<file path="src/rtl/atapi_pkg.sv">
package atapi_pkg;
  localparam logic [2:0] A_DATA = 3'd0;
  localparam logic [2:0] A_ERR  = 3'd1;
  localparam logic [2:0] A_CNT  = 3'd2;
  localparam logic [2:0] A_BCL  = 3'd3;
  localparam logic [2:0] A_BCH  = 3'd4;
  localparam logic [2:0] A_DEV  = 3'd5;
  localparam logic [2:0] A_STAT = 3'd6;
  localparam logic [2:0] A_ALT  = 3'd7;

  localparam logic [7:0] CMD_PACKET  = 8'hA0;
  localparam logic [7:0] CMD_RESET   = 8'h08;
  localparam logic [7:0] CMD_SETFEAT = 8'hEF;
  localparam logic [7:0] FEAT_PIO    = 8'h03;

  localparam logic [7:0] ST_RESET = 8'h00;
  localparam logic [7:0] ST_DRQ   = 8'h58;
  localparam logic [7:0] ST_BSY   = 8'hD0;
  localparam logic [7:0] ST_RDY   = 8'h50;
  localparam logic [7:0] ST_ERR   = 8'h51;

  localparam logic [7:0] IR_CMD  = 8'h01;
  localparam logic [7:0] IR_DIN  = 8'h02;
  localparam logic [7:0] IR_DONE = 8'h03;
  localparam logic [7:0] ERR_ABORT = 8'h04;

  localparam logic [7:0] SIG_ERR = 8'h01;
  localparam logic [7:0] SIG_CNT = 8'h01;
  localparam logic [7:0] SIG_BCL = 8'h14;
  localparam logic [7:0] SIG_BCH = 8'hEB;

  typedef enum logic [1:0] {PH_IDLE, PH_PKT, PH_BUSY, PH_DIN} phase_e;

  typedef struct packed {
    logic sig;
    logic pkt;
    logic blk;
    logic done;
    logic err;
    logic abrt;
    logic feat;
  } tf_ev_t;
endpackage

</file>
<file path="src/rtl/atapi_resp.sv">
module atapi_resp
  #(parameter logic [15:0] PATTERN = 16'hA5C3)
  (
  input  logic [7:0]  op,
  input  logic [7:0]  len_hi,
  input  logic [7:0]  len_lo,
  input  logic [15:0] widx,
  output logic        fail,
  output logic [3:0]  sense,
  output logic [15:0] xfer_len,
  output logic [15:0] word
);
  always_comb begin
    fail     = (op[7:4] == 4'hF);
    sense    = op[3:0];
    xfer_len = {len_hi, len_lo} & 16'hFFFE;
    word     = widx ^ PATTERN;
  end
endmodule

</file>
<file path="src/rtl/atapi_taskfile.sv">
module atapi_taskfile
  import atapi_pkg::*;
  (
  input  logic        clk,
  input  logic        rst_n,
  input  logic        host_wr,
  input  logic [2:0]  host_addr,
  input  logic [7:0]  host_data,
  input  tf_ev_t      ev,
  input  logic [3:0]  sense,
  input  logic [15:0] blk_bytes,
  output logic [7:0]  err_q,
  output logic [7:0]  feat_q,
  output logic [7:0]  cnt_q,
  output logic [7:0]  bcl_q,
  output logic [7:0]  bch_q,
  output logic [7:0]  dev_q
);
  always_ff @(posedge clk or negedge rst_n) begin
    if (!rst_n) begin
      err_q  <= SIG_ERR;
      feat_q <= 8'h00;
      cnt_q  <= SIG_CNT;
      bcl_q  <= SIG_BCL;
      bch_q  <= SIG_BCH;
      dev_q  <= 8'h00;
    end else begin
      // host writes first; device events below take priority
      if (host_wr) begin
        unique case (host_addr)
          A_ERR:   feat_q <= host_data;
          A_CNT:   cnt_q  <= host_data;
          A_BCL:   bcl_q  <= host_data;
          A_BCH:   bch_q  <= host_data;
          A_DEV:   dev_q  <= host_data;
          default: ;
        endcase
      end
      if (ev.sig) begin
        err_q <= SIG_ERR;
        cnt_q <= SIG_CNT;
        bcl_q <= SIG_BCL;
        bch_q <= SIG_BCH;
      end
      if (ev.pkt) begin
        cnt_q <= IR_CMD;
        err_q <= 8'h00;
      end
      if (ev.blk) begin
        cnt_q <= IR_DIN;
        bcl_q <= blk_bytes[7:0];
        bch_q <= blk_bytes[15:8];
      end
      if (ev.done) begin
        cnt_q <= IR_DONE;
        err_q <= 8'h00;
      end
      if (ev.err) begin
        cnt_q <= IR_DONE;
        err_q <= {sense, 4'h0};
      end
      if (ev.abrt) err_q <= ERR_ABORT;
      if (ev.feat) begin
        err_q <= 8'h00;
        bcl_q <= 8'h00;
        bch_q <= 8'h00;
      end
    end
  end
endmodule

</file>
<file path="src/rtl/atapi_seq.sv">
module atapi_seq
  import atapi_pkg::*;
  #(parameter int BLK_BYTES = 2048,
    parameter int BUSY_CYC  = 4)
  (
  input  logic        clk,
  input  logic        rst_n,
  input  logic        cmd_go,
  input  logic [7:0]  cmd_code,
  input  logic [7:0]  feat,
  input  logic        pkt_wr_go,
  input  logic        din_rd_go,
  input  logic [15:0] wdata,
  input  logic        resp_fail,
  input  logic [15:0] resp_len,
  output phase_e      phase,
  output logic [7:0]  status,
  output logic [15:0] widx,
  output logic [7:0]  op,
  output logic [7:0]  len_hi,
  output logic [7:0]  len_lo,
  output tf_ev_t      ev,
  output logic [15:0] blk_bytes,
  output logic        irq_set
);
  localparam int BW = (BUSY_CYC < 2) ? 1 : $clog2(BUSY_CYC);
  localparam logic [BW-1:0] BUSY_LD = BW'(BUSY_CYC - 1);
  localparam logic [15:0]   BLK16   = 16'(BLK_BYTES);

  phase_e        phase_q, phase_d;
  logic [BW-1:0] bcnt_q, bcnt_d;
  logic [2:0]    pcnt_q, pcnt_d;
  logic [7:0]    op_q, op_d, lhi_q, lhi_d, llo_q, llo_d, istat_q, istat_d;
  logic [15:0]   rem_q, rem_d, bleft_q, bleft_d, widx_q, widx_d, rem_n;
  logic          fresh_q, fresh_d;

  always_comb begin
    phase_d = phase_q; bcnt_d = bcnt_q; pcnt_d = pcnt_q;
    op_d = op_q; lhi_d = lhi_q; llo_d = llo_q; istat_d = istat_q;
    rem_d = rem_q; bleft_d = bleft_q; widx_d = widx_q; fresh_d = fresh_q;
    ev = '0; irq_set = 1'b0; blk_bytes = '0;
    rem_n = fresh_q ? resp_len : rem_q;
    unique case (phase_q)
      PH_PKT: if (pkt_wr_go) begin
        unique case (pcnt_q)
          3'd0:    op_d  = wdata[7:0];
          3'd1:    lhi_d = wdata[15:8];
          3'd2:    llo_d = wdata[7:0];
          default: ;
        endcase
        if (pcnt_q == 3'd5) begin
          phase_d = PH_BUSY; bcnt_d = BUSY_LD; fresh_d = 1'b1;
          pcnt_d = 3'd0; widx_d = '0;
        end else begin
          pcnt_d = pcnt_q + 3'd1;
        end
      end
      PH_BUSY: if (bcnt_q != '0) begin
        bcnt_d = bcnt_q - BW'(1);
      end else begin
        fresh_d = 1'b0;
        irq_set = 1'b1;
        if (fresh_q && resp_fail) begin
          phase_d = PH_IDLE; istat_d = ST_ERR; ev.err = 1'b1;
        end else if (rem_n == '0) begin
          phase_d = PH_IDLE; istat_d = ST_RDY; ev.done = 1'b1;
        end else begin
          blk_bytes = (rem_n > BLK16) ? BLK16 : rem_n;
          phase_d   = PH_DIN;
          bleft_d   = {1'b0, blk_bytes[15:1]};
          rem_d     = rem_n - blk_bytes;
          ev.blk    = 1'b1;
        end
      end
      PH_DIN: if (din_rd_go) begin
        widx_d  = widx_q + 16'd1;
        bleft_d = bleft_q - 16'd1;
        if (bleft_q == 16'd1) begin
          phase_d = PH_BUSY; bcnt_d = BUSY_LD;
        end
      end
      default: ;
    endcase
    if (cmd_go) begin
      pcnt_d = 3'd0;
      if (cmd_code == CMD_PACKET) begin
        phase_d = PH_PKT; ev.pkt = 1'b1;
      end else if (cmd_code == CMD_RESET) begin
        phase_d = PH_IDLE; istat_d = ST_RESET; ev.sig = 1'b1;
      end else if (cmd_code == CMD_SETFEAT && feat == FEAT_PIO) begin
        phase_d = PH_IDLE; istat_d = ST_RDY; ev.feat = 1'b1;
      end else begin
        phase_d = PH_IDLE; istat_d = ST_ERR; ev.abrt = 1'b1; irq_set = 1'b1;
      end
    end
  end

  always_ff @(posedge clk or negedge rst_n) begin
    if (!rst_n) begin
      phase_q <= PH_IDLE; bcnt_q <= '0; pcnt_q <= '0;
      op_q <= '0; lhi_q <= '0; llo_q <= '0; istat_q <= ST_RESET;
      rem_q <= '0; bleft_q <= '0; widx_q <= '0; fresh_q <= 1'b0;
    end else begin
      phase_q <= phase_d; bcnt_q <= bcnt_d; pcnt_q <= pcnt_d;
      op_q <= op_d; lhi_q <= lhi_d; llo_q <= llo_d; istat_q <= istat_d;
      rem_q <= rem_d; bleft_q <= bleft_d; widx_q <= widx_d; fresh_q <= fresh_d;
    end
  end

  always_comb begin
    phase  = phase_q;
    widx   = widx_q;
    op     = op_q;
    len_hi = lhi_q;
    len_lo = llo_q;
    unique case (phase_q)
      PH_PKT, PH_DIN: status = ST_DRQ;
      PH_BUSY:        status = ST_BSY;
      default:        status = istat_q;
    endcase
  end
endmodule

</file>
<file path="src/rtl/atapi_dev_ctrl.sv">
module atapi_dev_ctrl
  import atapi_pkg::*;
  #(parameter int          BLK_BYTES  = 2048,
    parameter int          BUSY_CYC   = 4,
    parameter logic [15:0] PATTERN    = 16'hA5C3,
    parameter logic [31:0] ENABLE_KEY = 32'h5A5A_0001)
  (
  input  logic        clk,
  input  logic        rst_n,
  input  logic [2:0]  reg_addr,
  input  logic        reg_wr,
  input  logic        reg_rd,
  input  logic [15:0] reg_wdata,
  output logic [15:0] reg_rdata,
  output logic        intrq,
  input  logic        cfg_wr,
  input  logic [31:0] cfg_data
);
  logic        en_q, wr_ok, rd_ok, bsy, pkt_phase, din_phase;
  logic        cmd_go, pkt_wr_go, din_rd_go, stat_rd_go, alt_rd_go, irq_set;
  logic        resp_fail;
  logic [3:0]  sense;
  logic [7:0]  status, op, len_hi, len_lo;
  logic [7:0]  err_q, feat_q, cnt_q, bcl_q, bch_q, dev_q;
  logic [15:0] widx, resp_len, resp_word, blk_bytes, mux_data;
  phase_e      phase;
  tf_ev_t      ev;

  always_comb begin
    wr_ok      = en_q && reg_wr;
    rd_ok      = en_q && reg_rd;
    bsy        = (phase == PH_BUSY);
    pkt_phase  = (phase == PH_PKT);
    din_phase  = (phase == PH_DIN);
    cmd_go     = wr_ok && (reg_addr == A_STAT) && !bsy;
    pkt_wr_go  = wr_ok && (reg_addr == A_DATA) && pkt_phase;
    din_rd_go  = rd_ok && (reg_addr == A_DATA) && din_phase;
    stat_rd_go = rd_ok && (reg_addr == A_STAT);
    alt_rd_go  = rd_ok && (reg_addr == A_ALT);
  end

  atapi_seq #(.BLK_BYTES(BLK_BYTES), .BUSY_CYC(BUSY_CYC)) u_seq (
    .clk(clk), .rst_n(rst_n), .cmd_go(cmd_go), .cmd_code(reg_wdata[7:0]),
    .feat(feat_q), .pkt_wr_go(pkt_wr_go), .din_rd_go(din_rd_go),
    .wdata(reg_wdata), .resp_fail(resp_fail), .resp_len(resp_len),
    .phase(phase), .status(status), .widx(widx), .op(op),
    .len_hi(len_hi), .len_lo(len_lo), .ev(ev), .blk_bytes(blk_bytes),
    .irq_set(irq_set));

  atapi_resp #(.PATTERN(PATTERN)) u_resp (
    .op(op), .len_hi(len_hi), .len_lo(len_lo), .widx(widx),
    .fail(resp_fail), .sense(sense), .xfer_len(resp_len), .word(resp_word));

  atapi_taskfile u_tf (
    .clk(clk), .rst_n(rst_n), .host_wr(wr_ok && !bsy), .host_addr(reg_addr),
    .host_data(reg_wdata[7:0]), .ev(ev), .sense(sense), .blk_bytes(blk_bytes),
    .err_q(err_q), .feat_q(feat_q), .cnt_q(cnt_q), .bcl_q(bcl_q),
    .bch_q(bch_q), .dev_q(dev_q));

  always_ff @(posedge clk or negedge rst_n) begin
    if (!rst_n) begin
      en_q  <= 1'b1;
      intrq <= 1'b0;
    end else begin
      if (cfg_wr) en_q <= (cfg_data == ENABLE_KEY);
      if (irq_set)                  intrq <= 1'b1;
      else if (stat_rd_go || cmd_go) intrq <= 1'b0;
    end
  end

  always_comb begin
    unique case (reg_addr)
      A_DATA:        mux_data = din_phase ? resp_word : 16'hFFFF;
      A_ERR:         mux_data = {8'h00, err_q};
      A_CNT:         mux_data = {8'h00, cnt_q};
      A_BCL:         mux_data = {8'h00, bcl_q};
      A_BCH:         mux_data = {8'h00, bch_q};
      A_DEV:         mux_data = {8'h00, dev_q};
      default:       mux_data = {8'h00, status};
    endcase
    reg_rdata = en_q ? mux_data : 16'hFFFF;
  end
endmodule

</file>
<file path="config.mk">
export PLATFORM = sky130hd
export DESIGN_NAME = atapi_dev_ctrl
export DESIGN_NICKNAME = d
export VERILOG_FILES = /design/src/rtl/atapi_pkg.sv /design/src/rtl/atapi_resp.sv /design/src/rtl/atapi_taskfile.sv /design/src/rtl/atapi_seq.sv /design/src/rtl/atapi_dev_ctrl.sv
export SDC_FILE = /design/constraint.sdc
export NUM_CORES = 1
export LEC_CHECK = 0
export BUFFER_PORTS_ARGS = -buffer_cell sky130_fd_sc_hd__buf_2
export CORE_ASPECT_RATIO = 0.7
export CORE_MARGIN = 3
export CORE_UTILIZATION = 40
export DETAILED_ROUTE_END_ITERATION = 8
export GPL_TIMING_DRIVEN = 0
export PLACE_DENSITY_LB_ADDON = 0.05
export SETUP_SLACK_MARGIN = 0.4
export SKIP_LAST_GASP = 1
export SLEW_MARGIN = 20
export SYNTH_ARGS = -nofsm -noshare
export SYNTH_HDL_FRONTEND = slang
export SYNTH_SLANG_ARGS = --single-unit
</file>
<file path="constraint.sdc">
create_clock -name clk -period 4 [get_ports clk]
set_input_delay 0.4 -clock clk [delete_from_list [all_inputs] [get_ports clk]]
set_output_delay 0.4 -clock clk [all_outputs]
set_load 0.1 [all_outputs]
</file>
==> reports/metrics.yaml <==
run_status:
  outcome: "completed"
detailed_routing:
  first_iter_violations: 622
  drt_pre_antenna_iters: 7
  final_antenna_net_count: 0
  vias_per_cell: 6.01
  routed_wire_length_microns: 24300
  num_vias: 6935
  wl_per_cell_microns: 21.1
  drc: 0
synth:
  post_synth_mux_area_share_pct: 9.15
  synth_enable_flop_cells: 0
  synth_xor_area_share_pct: 1.60
  syn_nets: 881
  synth_simple_gate_area_share_pct: 19.4
  synth_top_flop_cell: "sky130_fd_sc_hd__dfrtp_1"
  netlist.area_leader.share_pct: 40.4
  synth-async-reset-ratio_pct: 100
  syn-mean-instance-area_sq_um: 9.42
  combinational_family_with_the_most_area_after_synthesis: "compound AO/OA/AOI/OAI gates"
  ys_ff_latch: 135
  synth.top_cells.by_area: "sky130_fd_sc_hd__dfrtp_1 40%, sky130_fd_sc_hd__mux2_2 6.2%, sky130_fd_sc_hd__nand2_1 4.0%, sky130_fd_sc_hd__dfstp_2 3.8%, sky130_fd_sc_hd__o21ai_0 3.2%"
  synth_top_cell_by_area: "sky130_fd_sc_hd__dfrtp_1"
  adder_cell_area_share_of_the_yosys_netlist_pct: 1.47
  ys_warn_count: 0
  count_of_mapped_cells_out_of_synthesis: 816
  synth_compound_gate_area_share_pct: 20.4
  synth_cell_type_count: 76
  seq_area_frac_synth_pct: 44.1
  syn_area_sq_um: 7690
die:
  floorplan.core_area_sq_um: 18400
  boundaryPins: 73
  chipWidth_microns: 172
  fp.dieArea_sq_um: 20900
  rows: 41
  dieHeight_microns: 122
  floorplan.initialDensity_pct: 41.7
worst_setup_path:
  crit_required_ns: 4.28
  r2r.worst_path.cells: 14
  timing.critical_path.arrival_ns: 3.76
  r2r-start: "u_seq.fresh_q"
  worst-path-max-fanout: 10
  worstSetupPathType: "reg2reg"
  critPathCaptureType: "flop"
  worst_reg2reg_setup_slack_ns: 0.53
  endpoint_of_the_worst_slack_reg_to_reg_timing_path: "u_seq.rem_q[12]"
  setup.worst_path.start_class: "flop"
place:
  dp_cells: 1118
  portBuffers: 65
  detailed_place_hpwl_microns: 18100
  place_congestion: 0.907
pwr:
  power_density_nw_per_um2: 564
  leakage_nw: 3.97
  max-vdd-ir-drop_mv: 0.367
global_route:
  number_of_global_route_vias_before_repair: 6685
  grt_antenna_before_repair: 0
  grt_start_max_net_pins: 80
  global_route.overflow_total: 0
  grt_first_pass_wirelength_microns: 37900
  grtUsageTotal_pct: 23.8
worst_hold_path:
  hold_class: "in2reg"
  worstHoldStart: "cfg_wr"
  hold_path_cell_cnt: 2
  hold-path-endpoint: "en_q"
cells_and_area:
  areaGrowthSynthToFinish_pct: 17.6
  fraction_of_final_layout_cells_sized_beyond_drive_strength_1_pct: 20.4
  insertedDiodeCount: 0
  layoutNonFillerInstCount: 1154
  num-nets-final: 970
cts:
  clk_sink_count: 135
  cts_made_buffers: 17
  ctsLongestPathBuffers: 2
  insertion_delay_ns: 0.43
  clkSlewWorstSetupHoldPaths_ns: 0.07
  cts_tree: "done"
  cts_root_buf: "sky130_fd_sc_hd__clkbuf_16"
  cts_max_level: 4
timing:
  rsz_0062_raised_after_global_routing: "no"
  hold_viol: 0
  max_freq_mhz: 288
  timing_worst_slew_pin_value_ns: 0.946
  final_min_period_over_clock_period_pct: 86.8
  timing.max_slew.rel_slack_pct: 36.6
  worst_clock_skew_ns: 0.0122
  setup-tns-final_ns: 0
  hold_slack_ns: 0.144
  final_period_minus_worst_setup_slack_ns: 3.47
  report.final.slew_viol_count: 0
  finalSetupViolations: 0
run:
  max-cap-violations: 0
-- final cells by class --
class / count / area, sq um
Clock buffer: 20 / 447
Sequential cell: 135 / 3390
Tap cell: 236 / 295
Multi-Input combinational cell: 606 / 4030
Timing Repair Buffer: 70 / 395
Inverter: 24 / 90.1
Buffer: 51 / 220
Fill cell: 1735 / 9380
Clock inverter: 12 / 166
-- per-layer routing --
metal / GRT usage (%) / vias up / wire, microns
met1: 35.8 / 3440 / 11700
met3: 7.33 / 32 / 2140
met5: 0 / - / 0
met2: 33.0 / 260 / 10200
li1: - / 3203 / -
met4: 5.88 / 0 / 280
-- flip-flops by register name (all words and copies together), names as in the netlist, 2 cells and up --
signal,cells
u_tf.feat_q,8
u_tf.bcl_q,8
u_seq.pcnt_q,3
u_seq.bcnt_q,2
u_seq.len_hi,8
u_seq.len_lo,7
u_tf.bch_q,8
u_seq.phase,2
u_seq.widx,16
u_tf.dev_q,8
u_tf.cnt_q,8
u_seq.op,8
u_seq.istat_q,8
u_seq.rem_q,16
u_seq.bleft_q,16
u_tf.err_q,6
-- power by group --
| part | internal (mW) | switching [mW] | leakage [nW] |
|---|---|---|---|
| registers | 1.64 | 0.252 | 1.73 |
| clock network | 1.01 | 0.634 | 0.298 |
| logic | 0.564 | 0.994 | 1.94 |
| total | 3.22 | 1.88 | 3.97 |
-- critical path: stages (launching register included) --
cell and delay, ns:
sky130_fd_sc_hd__dfrtp_2 0.46, sky130_fd_sc_hd__or4_1 0.52, sky130_fd_sc_hd__o22a_1 0.21, sky130_fd_sc_hd__or3_1 0.31, sky130_fd_sc_hd__buf_4 0.18, sky130_fd_sc_hd__a21o_4 0.23, sky130_fd_sc_hd__buf_4 0.18, sky130_fd_sc_hd__nand2_2 0.10
sky130_fd_sc_hd__ha_4 0.15, sky130_fd_sc_hd__a211oi_2 0.07, sky130_fd_sc_hd__and2_4 0.18, sky130_fd_sc_hd__o31a_1 0.34, sky130_fd_sc_hd__xor2_1 0.16, sky130_fd_sc_hd__mux2i_1 0.15, sky130_fd_sc_hd__a22oi_1 0.08
-- cell families (layout without fill, tap and decap cells) --
family | count (synthesis) | after routing
adder cells (fa/ha/maj) | 9 | 9
AO/OA/AOI/OAI | 224 | 224
buffers and inverters | 75 | 177
flip-flops | 135 | 135
AND/OR/NAND/NOR | 293 | 293
other | 1 | 1
multiplexers | 65 | 65
XOR/XNOR | 14 | 14
-- cell usage after synthesis, types with 6 or more instances --
cell type                  number
sky130_fd_sc_hd__a32o_1         9
sky130_fd_sc_hd__dfstp_2       11
sky130_fd_sc_hd__buf_2          7
sky130_fd_sc_hd__a31oi_1        8
sky130_fd_sc_hd__a211oi_1       7
sky130_fd_sc_hd__mux2_2        42
sky130_fd_sc_hd__nor2_1        65
sky130_fd_sc_hd__nand2_1       81
sky130_fd_sc_hd__o21ai_1        7
sky130_fd_sc_hd__o22ai_1       10
sky130_fd_sc_hd__nand3_1       20
sky130_fd_sc_hd__inv_1         24
sky130_fd_sc_hd__nor2b_1       11
sky130_fd_sc_hd__a21o_1         7
sky130_fd_sc_hd__a21oi_1       46
sky130_fd_sc_hd__clkbuf_1      37
sky130_fd_sc_hd__nand4b_1       6
sky130_fd_sc_hd__or3_1         16
sky130_fd_sc_hd__nor3_1        26
sky130_fd_sc_hd__o211ai_1      10
sky130_fd_sc_hd__nor4_1        14
sky130_fd_sc_hd__mux2i_1       23
sky130_fd_sc_hd__dfrtp_1      124
sky130_fd_sc_hd__a22o_1        12
sky130_fd_sc_hd__a22oi_1       11
sky130_fd_sc_hd__o21ai_0       49
sky130_fd_sc_hd__xnor2_1       11
sky130_fd_sc_hd__and2_1        16
sky130_fd_sc_hd__ha_1           9
-- cell usage in the layout, fill, tap and decap left out, types with 14 or more instances in the layout --
cell type                   synthesis  final
sky130_fd_sc_hd__mux2i_1           23     23
sky130_fd_sc_hd__or3_1             16     16
sky130_fd_sc_hd__and2_1            16     15
sky130_fd_sc_hd__mux2_2            42     42
sky130_fd_sc_hd__nor2_1            65     65
sky130_fd_sc_hd__clkbuf_16          0     17
sky130_fd_sc_hd__o21ai_0           49     48
sky130_fd_sc_hd__nor4_1            14     14
sky130_fd_sc_hd__clkbuf_1          37     34
sky130_fd_sc_hd__buf_2              7     70
sky130_fd_sc_hd__dfrtp_1          124    123
sky130_fd_sc_hd__inv_1             24     24
sky130_fd_sc_hd__nand2_1           81     80
sky130_fd_sc_hd__a21oi_1           46     46
sky130_fd_sc_hd__nand3_1           20     20
sky130_fd_sc_hd__nor3_1            26     25
-- repair_timing --
item,in CTS,in global routing
hold buffers,1,0
resized for setup,8,14
setup buffers,1,2
endpoints found under the setup margin,6,16
pin swaps,2,2
endpoints found under the hold margin,55,0
-- worst max-delay path by stage --
| stage | from | endpoint | slack, ns |
|---|---|---|---|
| floorplan | reg_addr[0] | reg_rdata[10] | 0.22 |
| global placement | u_seq.fresh_q | u_seq.rem_q[14] | -0.18 |
| detailed placement | u_seq.fresh_q | u_seq.rem_q[14] | -0.18 |
| CTS | u_seq.fresh_q | u_seq.rem_q[12] | 0.41 |
| global route | u_seq.fresh_q | u_seq.rem_q[12] | 0.39 |
| finish | u_seq.fresh_q | u_seq.rem_q[12] | 0.53 |
-- metrics by stage --
stage / total power, mW / util (%) / setup WS, ns / area (sq um)
after floorplan: 2.91 / - / 0.216 / 7690
after global placement: 3.37 / 45.1 / -0.179 / 8310
after detailed placement: 3.42 / 45.3 / -0.177 / 8340
after CTS: 5.09 / 48.9 / 0.409 / 9000
after global routing: 5.41 / 49.1 / 0.390 / 9040
final: 5.10 / 49.1 / 0.528 / 9040
Power figures use the tool's default switching activity.
